==> config.mk <==
export PLATFORM = sky130hd
export DESIGN_NAME = lane_pwr_seq
export DESIGN_NICKNAME = d
export VERILOG_FILES = /design/src/rtl/lps_pkg.sv /design/src/rtl/lps_tick_gen.sv /design/src/rtl/lps_lane_decode.sv /design/src/rtl/lps_lane_bank.sv /design/src/rtl/lane_pwr_seq.sv
export SDC_FILE = /design/constraint.sdc
export NUM_CORES = 1
export LEC_CHECK = 0
export ABC_AREA = 0
export BUFFER_PORTS_ARGS = -buffer_cell sky130_fd_sc_hd__buf_2
export CORE_ASPECT_RATIO = 0.5
export CORE_UTILIZATION = 56
export CTS_CLUSTER_DIAMETER = 40
export DETAILED_ROUTE_END_ITERATION = 8
export PLACE_DENSITY_LB_ADDON = 0.1
export SLEW_MARGIN = 30
export SYNTH_ARGS = -nofsm -noshare
export SYNTH_HDL_FRONTEND = slang
export SYNTH_SLANG_ARGS = --single-unit
==> constraint.sdc <==
create_clock -name clk -period 6 [get_ports clk]
set_input_delay 0.6 -clock clk [delete_from_list [all_inputs] [get_ports clk]]
set_output_delay 0.6 -clock clk [all_outputs]
set_load 0.02 [all_outputs]
==> src/rtl/lps_pkg.sv <==
package lps_pkg;
    localparam int LANES   = 4;
    localparam int IDX_W   = $clog2(LANES);
    localparam int REG_W   = 16;
    localparam int CNT_W   = 3;
    localparam int B_GO    = 0;
    localparam int B_UP    = 1;
    localparam int B_DIR   = 2;
    localparam int CNT_LSB = 3;
    localparam int DLY_LSB = 6;
    localparam int B_DONE  = 12;
    localparam int B_ERR   = 13;

    typedef enum logic [0:0] {
        S_IDLE = 1'b0,
        S_WAIT = 1'b1
    } lps_state_t;
endpackage

==> src/rtl/lps_tick_gen.sv <==
module lps_tick_gen #(
    parameter int TICK_DIV = 4
) (
    input  logic clk,
    input  logic rst_n,
    input  logic clr,
    output logic tick
);
    localparam int CW = (TICK_DIV > 1) ? $clog2(TICK_DIV) : 1;
    localparam logic [CW-1:0] LAST = CW'(TICK_DIV - 1);

    logic [CW-1:0] cnt_q;

    always_ff @(posedge clk or negedge rst_n) begin
        if (!rst_n)          cnt_q <= '0;
        else if (clr)        cnt_q <= '0;
        else if (cnt_q == LAST) cnt_q <= '0;
        else                 cnt_q <= cnt_q + 1'b1;
    end

    assign tick = (cnt_q == LAST) && !clr;

    generate
        if (TICK_DIV > 1) begin : g_chk
            AST_TICK_SPACED: assert property (@(posedge clk) disable iff (!rst_n)
                tick |=> !tick);
        end
    endgenerate
endmodule

==> src/rtl/lps_lane_decode.sv <==
module lps_lane_decode
    import lps_pkg::*;
(
    input  logic [CNT_W-1:0] code,
    output logic             valid,
    output logic [LANES-1:0] mask,
    output logic [IDX_W-1:0] last
);
    always_comb begin
        valid = (code == CNT_W'(1)) || (code == CNT_W'(2)) || (code == CNT_W'(4));
        last  = valid ? IDX_W'(code - CNT_W'(1)) : '0;
    end

    generate
        for (genvar g = 0; g < LANES; g++) begin : g_mask
            assign mask[g] = valid && (CNT_W'(g) < code);
        end
    endgenerate
endmodule

==> src/rtl/lps_lane_bank.sv <==
module lps_lane_bank
    import lps_pkg::*;
(
    input  logic             clk,
    input  logic             rst_n,
    input  logic             force_en,
    input  logic [LANES-1:0] force_mask,
    input  logic             step_en,
    input  logic [IDX_W-1:0] step_idx,
    input  logic             step_val,
    output logic [LANES-1:0] pd
);
    generate
        for (genvar g = 0; g < LANES; g++) begin : g_lane
            logic lane_q;
            always_ff @(posedge clk or negedge rst_n) begin
                if (!rst_n)                         lane_q <= 1'b1;
                else if (force_en && force_mask[g]) lane_q <= 1'b1;
                else if (step_en && step_idx == IDX_W'(g)) lane_q <= step_val;
            end
            assign pd[g] = lane_q;
        end
    endgenerate

    AST_ONE_LANE_PER_STEP: assert property (@(posedge clk) disable iff (!rst_n)
        !force_en |=> ($countones(pd ^ $past(pd)) <= 1));
endmodule

==> src/rtl/lane_pwr_seq.sv <==
module lane_pwr_seq
    import lps_pkg::*;
#(
    parameter int TICK_DIV = 4,
    parameter int DLY_W    = 4
) (
    input  logic             clk,
    input  logic             rst_n,
    input  logic             wr_en,
    input  logic [REG_W-1:0] wr_data,
    output logic [REG_W-1:0] rd_data,
    output logic [LANES-1:0] pd_lane
);
    lps_state_t state_q, state_d;

    logic             up_q, dir_q, done_q, err_q;
    logic [CNT_W-1:0] cnt_q;
    logic [DLY_W-1:0] dly_q, tcnt_q;
    logic [IDX_W-1:0] idx_q, last_q;
    logic [LANES-1:0] wr_mask, cur_mask;
    logic             wr_valid, cur_valid, tick;
    logic             accept, start, reject, step, last_step;
    logic [CNT_W-1:0] wr_cnt;

    assign wr_cnt = wr_data[CNT_LSB +: CNT_W];

    lps_lane_decode u_wr_dec (
        .code (wr_cnt),
        .valid(wr_valid),
        .mask (wr_mask),
        .last ()
    );

    lps_lane_decode u_cur_dec (
        .code (cnt_q),
        .valid(cur_valid),
        .mask (cur_mask),
        .last (last_q)
    );

    lps_tick_gen #(.TICK_DIV(TICK_DIV)) u_tick (
        .clk  (clk),
        .rst_n(rst_n),
        .clr  (start),
        .tick (tick)
    );

    lps_lane_bank u_bank (
        .clk       (clk),
        .rst_n     (rst_n),
        .force_en  (start),
        .force_mask(~wr_mask),
        .step_en   (step),
        .step_idx  (idx_q),
        .step_val  (~up_q),
        .pd        (pd_lane)
    );

    // State register
    always_ff @(posedge clk or negedge rst_n) begin
        if (!rst_n) state_q <= S_IDLE;
        else        state_q <= state_d;
    end

    // Next state and control outputs
    always_comb begin
        state_d   = state_q;
        accept    = wr_en && wr_data[B_GO] && (state_q == S_IDLE);
        start     = 1'b0;
        reject    = 1'b0;
        step      = 1'b0;
        last_step = dir_q ? (idx_q == '0) : (idx_q == last_q);
        unique case (state_q)
            S_IDLE: begin
                if (accept && wr_valid) begin
                    start   = 1'b1;
                    state_d = S_WAIT;
                end else if (accept) begin
                    reject  = 1'b1;
                end
            end
            S_WAIT: begin
                if (tick && tcnt_q == dly_q) begin
                    step = 1'b1;
                    if (last_step) state_d = S_IDLE;
                end
            end
            default: state_d = S_IDLE;
        endcase
    end

    // Command storage and step bookkeeping
    always_ff @(posedge clk or negedge rst_n) begin
        if (!rst_n) begin
            up_q   <= 1'b0;
            dir_q  <= 1'b0;
            cnt_q  <= '0;
            dly_q  <= '0;
            tcnt_q <= '0;
            idx_q  <= '0;
            done_q <= 1'b0;
            err_q  <= 1'b0;
        end else if (start) begin
            up_q   <= wr_data[B_UP];
            dir_q  <= wr_data[B_DIR];
            cnt_q  <= wr_cnt;
            dly_q  <= wr_data[DLY_LSB +: DLY_W];
            tcnt_q <= '0;
            idx_q  <= wr_data[B_DIR] ? IDX_W'(wr_cnt - CNT_W'(1)) : '0;
            done_q <= 1'b0;
            err_q  <= 1'b0;
        end else if (reject) begin
            err_q  <= 1'b1;
        end else if (step) begin
            tcnt_q <= '0;
            if (last_step) done_q <= 1'b1;
            else           idx_q  <= dir_q ? idx_q - 1'b1 : idx_q + 1'b1;
        end else if (state_q == S_WAIT && tick) begin
            tcnt_q <= tcnt_q + 1'b1;
        end
    end

    always_comb begin
        rd_data                     = '0;
        rd_data[B_GO]               = (state_q == S_WAIT);
        rd_data[B_UP]               = up_q;
        rd_data[B_DIR]              = dir_q;
        rd_data[CNT_LSB +: CNT_W]   = cnt_q;
        rd_data[DLY_LSB +: DLY_W]   = dly_q;
        rd_data[B_DONE]             = done_q;
        rd_data[B_ERR]              = err_q;
    end

    AST_REJECT_NO_EFFECT: assert property (@(posedge clk) disable iff (!rst_n)
        (accept && !wr_valid) |=> ($stable(pd_lane) && state_q == S_IDLE && err_q));
    AST_BUSY_WRITE_IGNORED: assert property (@(posedge clk) disable iff (!rst_n)
        (state_q == S_WAIT && wr_en) |=> ($stable(up_q) && $stable(dly_q) && $stable(cnt_q) && $stable(dir_q)));
    AST_DONE_NOT_BUSY: assert property (@(posedge clk) disable iff (!rst_n)
        !(done_q && state_q == S_WAIT));
    AST_UNUSED_HELD_OFF: assert property (@(posedge clk) disable iff (!rst_n)
        (state_q == S_WAIT && cur_valid) |-> ((pd_lane & ~cur_mask) == ~cur_mask));
endmodule

==> results of run 1 <==
==> cell usage in the layout (no fill, tap or decap), types with 2 or more instances in the layout <==
| cell type | count |
|---|---|
| nor3_1 | 4 |
| dfstp_2 | 4 |
| o21ai_0 | 9 |
| o22ai_1 | 2 |
| buf_2 | 28 |
| nor3b_1 | 2 |
| a21oi_1 | 7 |
| ha_1 | 11 |
| conb_1 | 4 |
| and2_1 | 2 |
| nand3b_1 | 2 |
| a41oi_1 | 3 |
| xor2_1 | 5 |
| clkbuf_8 | 3 |
| nand2b_1 | 3 |
| nand3_1 | 4 |
| and3_1 | 3 |
| nor2_1 | 9 |
| dfrtp_1 | 20 |
| nor2b_1 | 5 |
| inv_1 | 8 |
| nand2_1 | 9 |
| mux2_2 | 6 |
| nand4_1 | 5 |
==> routing by layer <==
| metal | up-vias | global-route usage, % |
|---|---|---|
| met2 | 34 | 41.1 |
| met5 | - | 0 |
| met1 | 561 | 31.1 |
| met3 | 2 | 7.29 |
| met4 | 0 | 4.17 |
| li1 | 581 | - |
==> path summary, 6_finish.rpt <==
kind | start | to | slack (ns) | cells past startpoint
setup / recovery | cnt_q[0] | state_q | 3.82 | 7
hold / removal | rst_n | dly_q[1] | 0.28 | 1
setup reg to reg | cnt_q[0] | state_q | 3.82 | 7
hold reg to reg | u_tick.cnt_q[0] | u_tick.cnt_q[0] | 0.44 | 1
max in group asynchronous | rst_n | u_bank.g_lane[2].lane_q | 5.34 | 1
min in group clk | u_tick.cnt_q[0] | u_tick.cnt_q[0] | 0.44 | 1
==> layout make-up <==
class                      instances  area (um2)  area share [%]
tap                               35        43.8            2.62
sequential                        24         606            36.2
clock buffer                       3        41.3            2.47
timing repair buffer              29         148            8.82
multi-input combinational        111         776            46.3
inverter                           8        30.0            1.79
clock inverter                     1        30.0            1.79
==> power by group through the flow <==
stage | Combinational [uW] | Clock (uW) | Sequential, uW
floorplan | 280 | 0 | 317
global placement | 357 | 0 | 297
detailed placement | 368 | 0 | 300
CTS | 373 | 145 | 297
global route | 416 | 151 | 311
finish | 372 | 143 | 298
==> worst reg2reg max path: cells and delay by family, from the launching register on <==
kind	cells	cell delay, ns
fa+ha+maj	1	0.21
simple gates	3	0.75
compound gates	2	0.51
buf+inv	1	0.13
flops	1	0.46
==> metrics by stage <==
stage | setup slack [ns] | instance area [um2] | cells | total power (uW)
6_report | 3.82 | 1670 | 211 | 812
5_1_grt | 3.65 | 1670 | 211 | 878
4_1_cts | 3.84 | 1670 | 211 | 816
3_5_place_dp | 3.72 | 1600 | 207 | 668
3_3_place_gp | 3.71 | 1600 | 207 | 654
2_1_floorplan | 3.95 | 1530 | 159 | 596
==> cells by family (layout without fill, tap and decap cells) <==
kind of cell,count (synthesis),in the layout,synth area share (%)
AND/OR/NAND/NOR,55,55,20.9
multiplexers,6,6,4.46
XOR/XNOR,5,5,2.89
flip-flops,24,24,40.0
adder cells (fa/ha/maj),11,11,9.09
AO/OA/AOI/OAI,30,30,12.9
other,1,4,0.248
buffers and inverters,24,41,9.50
==> state kept, by name, indices dropped and copies added (netlist names), 2 cells and up <==
signal                flops
cnt_q                     3
dly_q                     4
idx_q                     2
tcnt_q                    4
u_bank.g_lane.lane_q      4
u_tick.cnt_q              2
==> summary.txt, run 1 <==
Min path
  • Worst hold path class: input pin to asynchronous set/reset pin

Job
  • Max cap viols: 0

Floorplan
  • Starting density of the core: 63.4%
  • DIE AREA: 2930 um2
  • Die Y: 38.8 um
  • Core area: 2390 um2
  • Horiz. Die Dim: 75.5 um
  • I/O pin cnt: 39
  • Row cnt: 12

Outcome
  • Status: complete, no violations

CTS
  • Reg clk slew, reported paths: 0.09 ns
  • TritonCTS Buffers: 3
  • Htree depth: 1
  • CTS tree: done
  • Total clock sinks: 24
  • Clock Tree Root: clkbuf_8
  • Worst-Skew Late Latency: 0.27 ns
  • CTS max path bufs: 2
  • Post-CTS setup-driven buffer insertion count: 0
  • Post-cts sizing count: 0
  • # hold bufs at CTS: 0

STA
  • Measured slew at the worst slew-check pin: 0.503 ns
  • Hold Fails Final Rpt: 0
  • Final Skew: 0.00418 ns
  • RSZ-0062 raised after global routing: no
  • Final period util: 36.3%
  • FMAX: 459 MHz
  • Setup_tns: 0 ns
  • Hold_ws: 0.284 ns
  • Fin. max-slew vios: 0
  • Setup violators final: 0
  • Slew HR: 66.2%
  • Min Clock Period, post-route: 2.18 ns

Setup path
  • Crit-path cells: inv_1, ha_1, or3_1, a211o_1, nand4_1, nand4_1, a21o_1
  • CP Capture Type: flip-flop
  • CP delay by family, top: simple AND/OR/NAND/NOR gates
  • Startpoint types: flip-flop
  • Worst Path Required: 6.17 ns
  • CP max stage cell: dfrtp_1
  • CP Max Fanout: 7
  • Critical path's largest stage delay: 0.46 ns
  • Crit Path Class: flip-flop to flip-flop
  • Critical Path AT: 2.35 ns
  • Buf/Inv on CP: 1
  • Most frequent CP cell: nand4_1

Detailed routing
  • Met2 Wirelength: 1380 um
  • Drt total wl: 2930 um
  • DR DRC count: 0
  • TritonRoute pass-1 iters: 5
  • Routed length per instance: 13.9 um
  • Initial drt markers: 79
  • Met3 wire len: 137 um
  • DRT met1 WL: 1400 um
  • Vias: 1178
  • Via-to-Cell Ratio: 5.58
  • Top Layer Used: met4
  • Post-DRT Antenna Nets: 0

Synthesis
  • Synth Register Bits: 24
  • Post-synthesis cell type count: 41
  • Async SR Flop Fraction: 100%
  • Most common cell in the netlist: dfrtp_1
  • Number of enable flip-flop cells after synthesis: 0
  • Cells after Synth: 156
  • Mapped Area: 1510 um2
  • Area contributors post-synth: dfrtp_1 33%, ha_1 9.1%, buf_4 6.9%
  • Prevailing post-synth register cell: dfrtp_1
  • Area leader, netlist: dfrtp_1
  • Top cell type's share of synthesized area: 33.1%
  • Post-Syn Area per Cell: 9.70 um2
  • Commonest cells in the netlist: 20 x dfrtp_1, 14 x buf_4, 11 x ha_1
  • Register area share after synthesis: 40.0%
  • Synth warn: 0

Placement
  • Routability Congestion: 0.803
  • Buffers on Ports: 28
  • Post-DP HPWL: 2100 um

Power and ir drop
  • P per Cell Area: 485 nW/um2
  • Worst VDD drop: 283 uV
  • Internal: 470 uW
  • Combinational share of power: 45.7%
  • Clock share of power: 17.6%
  • Net Switching: 342 uW
  • Flop pwr share: 36.6%
  • Leak: 0.000772 uW
  • Sw Ratio: 42.1%

Finish
  • Diode count: 0
  • Final core occ: 70.1%
  • Fin nets: 207
  • Filler cells: 182
  • Layout area overhead: 10.6%
  • Share of layout cells above drive strength 1: 26.1%

Global routing
  • Number of global-route vias before repair: 1089
  • Initial antenna violation count: 0
  • Global-route wire length before repair: 5000 um
  • GR Overflow Total: 0
  • Largest net degree at the start of global routing: 25
  • Total global-route track usage: 24.1%
Note: power is estimated with default switching activity, not from simulation.
==> inputs of run 2 (changes only) <==
--- a/config.mk
+++ b/config.mk
@@ -8,7 +8,7 @@
 export ABC_AREA = 0
 export BUFFER_PORTS_ARGS = -buffer_cell sky130_fd_sc_hd__buf_2
 export CORE_ASPECT_RATIO = 0.5
-export CORE_UTILIZATION = 56
+export CORE_UTILIZATION = 52
 export CTS_CLUSTER_DIAMETER = 40
 export DETAILED_ROUTE_END_ITERATION = 8
 export PLACE_DENSITY_LB_ADDON = 0.1
==> constraint.sdc (replaced) <==
create_clock -name clk -period 2.3 [get_ports clk]
set_input_delay 0.23 -clock clk [delete_from_list [all_inputs] [get_ports clk]]
set_output_delay 0.23 -clock clk [all_outputs]
set_load 0.02 [all_outputs]
==> summary.txt, run 2 (synthesis results as in run 1) <==
Outcome
  • Status: complete, no violations (unchanged)

Setup path
  • CP Capture Type: flip-flop (unchanged)
  • Critical Path AT: 2.33 ns (was 2.35 ns)
  • Critical Path Start: cnt_q[0] (unchanged)
  • CP max stage cell: dfrtp_1 (unchanged)
  • Worst Path Required: 2.47 ns (was 6.17 ns)
  • FF-to-FF End: state_q (unchanged)
  • R2R cell count: 7 (unchanged)
  • Critical path's largest stage delay: 0.46 ns (about the same)
  • Crit Path Class: flip-flop to flip-flop (unchanged)
  • CP Max Fanout: 7 (unchanged)
  • Crit-path cells: inv_1, ha_1, or3_1, a211o_1, nand4_1, nand4_1, a21o_1 (unchanged)
  • R2R Setup Slk: 0.14 ns (was 3.82 ns)
  • Startpoint types: flip-flop (unchanged)
  • R2R Path Start: cnt_q[0] (unchanged)
  • Most frequent CP cell: nand4_1 (unchanged)
  • Critical path destination: state_q (unchanged)

Detailed routing
  • DR DRC count: 0 (unchanged)
  • Initial drt markers: 123 (was 79)
  • Routed length per instance: 13.9 um (about the same)
  • TritonRoute pass-1 iters: 4 (was 5)
  • Via-to-Cell Ratio: 5.48 (was 5.58)
  • Post-DRT Antenna Nets: 0 (unchanged)
  • Drt total wl: 2990 um (was 2930 um)
  • Vias: 1178 (unchanged)

CTS
  • Worst-Skew Late Latency: 0.27 ns (about the same)
  • CTS tree: done (unchanged)
  • TritonCTS Buffers: 3 (unchanged)
  • Total clock sinks: 24 (unchanged)
  • Htree depth: 1 (unchanged)
  • Post-CTS setup-driven buffer insertion count: 0 (unchanged)
  • CTS max path bufs: 2 (unchanged)
  • Reg clk slew, reported paths: 0.09 ns (about the same)
  • Clock Tree Root: clkbuf_8 (unchanged)
  • Post-cts sizing count: 0 (unchanged)

STA
  • Final Skew: 0.000975 ns (was 0.00418 ns)
  • Setup_tns: 0 ns (unchanged)
  • Fin. max-slew vios: 0 (unchanged)
  • Final period util: 94.0% (was 36.3%)
  • Min Clock Period, post-route: 2.16 ns (was 2.18 ns)
  • Hold Fails Final Rpt: 0 (unchanged)
  • Measured slew at the worst slew-check pin: 0.564 ns (was 0.503 ns)
  • RSZ-0062 raised after global routing: no (unchanged)
  • Setup violators final: 0 (unchanged)
  • Slew HR: 62.4% (was 66.2%)
  • FMAX: 463 MHz (was 459 MHz)

Floorplan
  • DIE AREA: 3140 um2 (was 2930 um2)
  • Starting density of the core: 56.4% (was 63.4%)
  • Die Y: 40.2 um (was 38.8 um)
  • Row cnt: 13 (was 12)
  • Horiz. Die Dim: 78.3 um (was 75.5 um)
  • Core area: 2680 um2 (was 2390 um2)
  • I/O pin cnt: 39 (unchanged)

Power and ir drop
  • Clock share of power: 17.4% (was 17.6%)
  • Net Switching: 900 uW (was 342 uW)
  • Worst VDD drop: 746 uV (was 283 uV)
  • Flop pwr share: 36.3% (was 36.6%)
  • Internal: 1240 uW (was 470 uW)
  • Combinational share of power: 46.3% (was 45.7%)
  • Sw Ratio: 42.0% (was 42.1%)
  • Leak: 0.000782 uW (was 0.000772 uW)
  • P per Cell Area: 1260 nW/um2 (was 485 nW/um2)
  • Pwr Total: 2140 uW (was 812 uW)

Finish
  • Fin nets: 209 (was 207)
  • Share of layout cells above drive strength 1: 26.4% (was 26.1%)
  • Most frequent cells in the layout: 28 x buf_2, 20 x dfrtp_1, 11 x ha_1 (unchanged)
  • Sequential Area: 606 um2 (unchanged)
  • Largest regs: dly_q x4, tcnt_q x4, u_bank.g_lane.lane_q x4 (unchanged)
  • Multi-input gate area: 776 um2 (unchanged)
  • Most common library cell in the layout ignoring fill and taps: buf_2 (unchanged)
  • Non-Filler Instances: 215 (was 211)
  • Filler cells: 234 (was 182)
  • Layout area overhead: 11.9% (was 10.6%)
  • Diode count: 0 (unchanged)

Global routing
  • Initial antenna violation count: 0 (unchanged)
  • Total global-route track usage: 20.5% (was 24.1%)
  • Global-route wire length before repair: 4660 um (was 5000 um)
  • Number of global-route vias before repair: 950 (was 1089)
  • GR Overflow Total: 0 (unchanged)
  • Largest net degree at the start of global routing: 25 (unchanged)

Placement
  • Post-DP HPWL: 2170 um (was 2100 um)
  • Placed cell count: 210 (was 207)
  • Buffers on Ports: 28 (unchanged)
  • Routability Congestion: 0.825 (was 0.803)

Min path
  • Worst hold path class: input pin to flip-flop (was input pin to asynchronous set/reset pin)

Job
  • Max cap viols: 0 (unchanged)
[run 2: cell types whose count changed in the layout (fill, tap and decap cells not counted)]
cell	before	now
dlygate4sd3_1	0	1
buf_4	1	2
[run 2: through the flow]
| stage | setup slack [ns] | utilization (%) | area, um2 | hold slack [ns] |
|---|---|---|---|---|
| after floorplan | 0.249 | - | 1530 | -0.0656 |
| after global placement | 0.268 | 60.1 | 1610 | 0.247 |
| after detailed placement | 0.191 | 60.1 | 1610 | 0.250 |
| after CTS | 0.173 | 63.1 | 1690 | 0.185 |
| after global routing | 0.0481 | 63.1 | 1690 | 0.186 |
| final | 0.138 | 63.1 | 1690 | 0.190 |
[run 2: routing by layer]
metal,GRT usage [%],vias up,share of wire [%]
met5,0,-,0
met4,4.17,0,0.43
met3,5.45,2,3.5
met2,34.0,25,45
met1,27.9,572,51
li1,-,579,-
[run 2: final cells by class]
cell class,count,area share [%]
tap,37,2.73
clock inverter,1,1.77
timing repair buffer,31,9.75
sequential,24,35.7
multi-input combinational,111,45.8
inverter,8,1.77
clock buffer,3,2.44
[run 2: worst min path at each step]
| stage | startpoint | slack [ns] | endpoint | depth (start not counted) |
|---|---|---|---|---|
| 3_5_place_dp | rst_n | 0.25 | dly_q[3] | 1 |
| 5_1_grt | wr_data[6] | 0.19 | dly_q[0] | 2 |
| 4_1_cts | wr_data[7] | 0.18 | dly_q[1] | 2 |
| 6_report | wr_data[7] | 0.19 | dly_q[1] | 2 |
| 3_3_place_gp | rst_n | 0.25 | dly_q[0] | 1 |
| 2_1_floorplan | rst_n | -0.07 | cnt_q[0] | 0 |
[run 2: worst max-delay path: cells and delay by family (launching register included)]
family	cells	cell delay (ns)
AO/OA/AOI/OAI	2	0.50
AND/OR/NAND/NOR	3	0.78
flip-flops	1	0.46
buffers and inverters	1	0.11
adder cells (fa/ha/maj)	1	0.20
[run 2: repair_timing]
| action | 4_1_cts | 5_1_grt |
|---|---|---|
| hold buffers | 1 | 0 |
| endpoints found under the setup margin | 0 | 0 |
| endpoints found under the hold margin | 20 | 0 |
[run 2: power groups by stage]
stage / logic [uW] / clock network, uW / registers, uW
final: 990 / 373 / 776
after global routing: 1080 / 397 / 809
after CTS: 992 / 378 / 777
after detailed placement: 985 / 0 / 784
after global placement: 947 / 0 / 780
after floorplan: 730 / 0 / 826
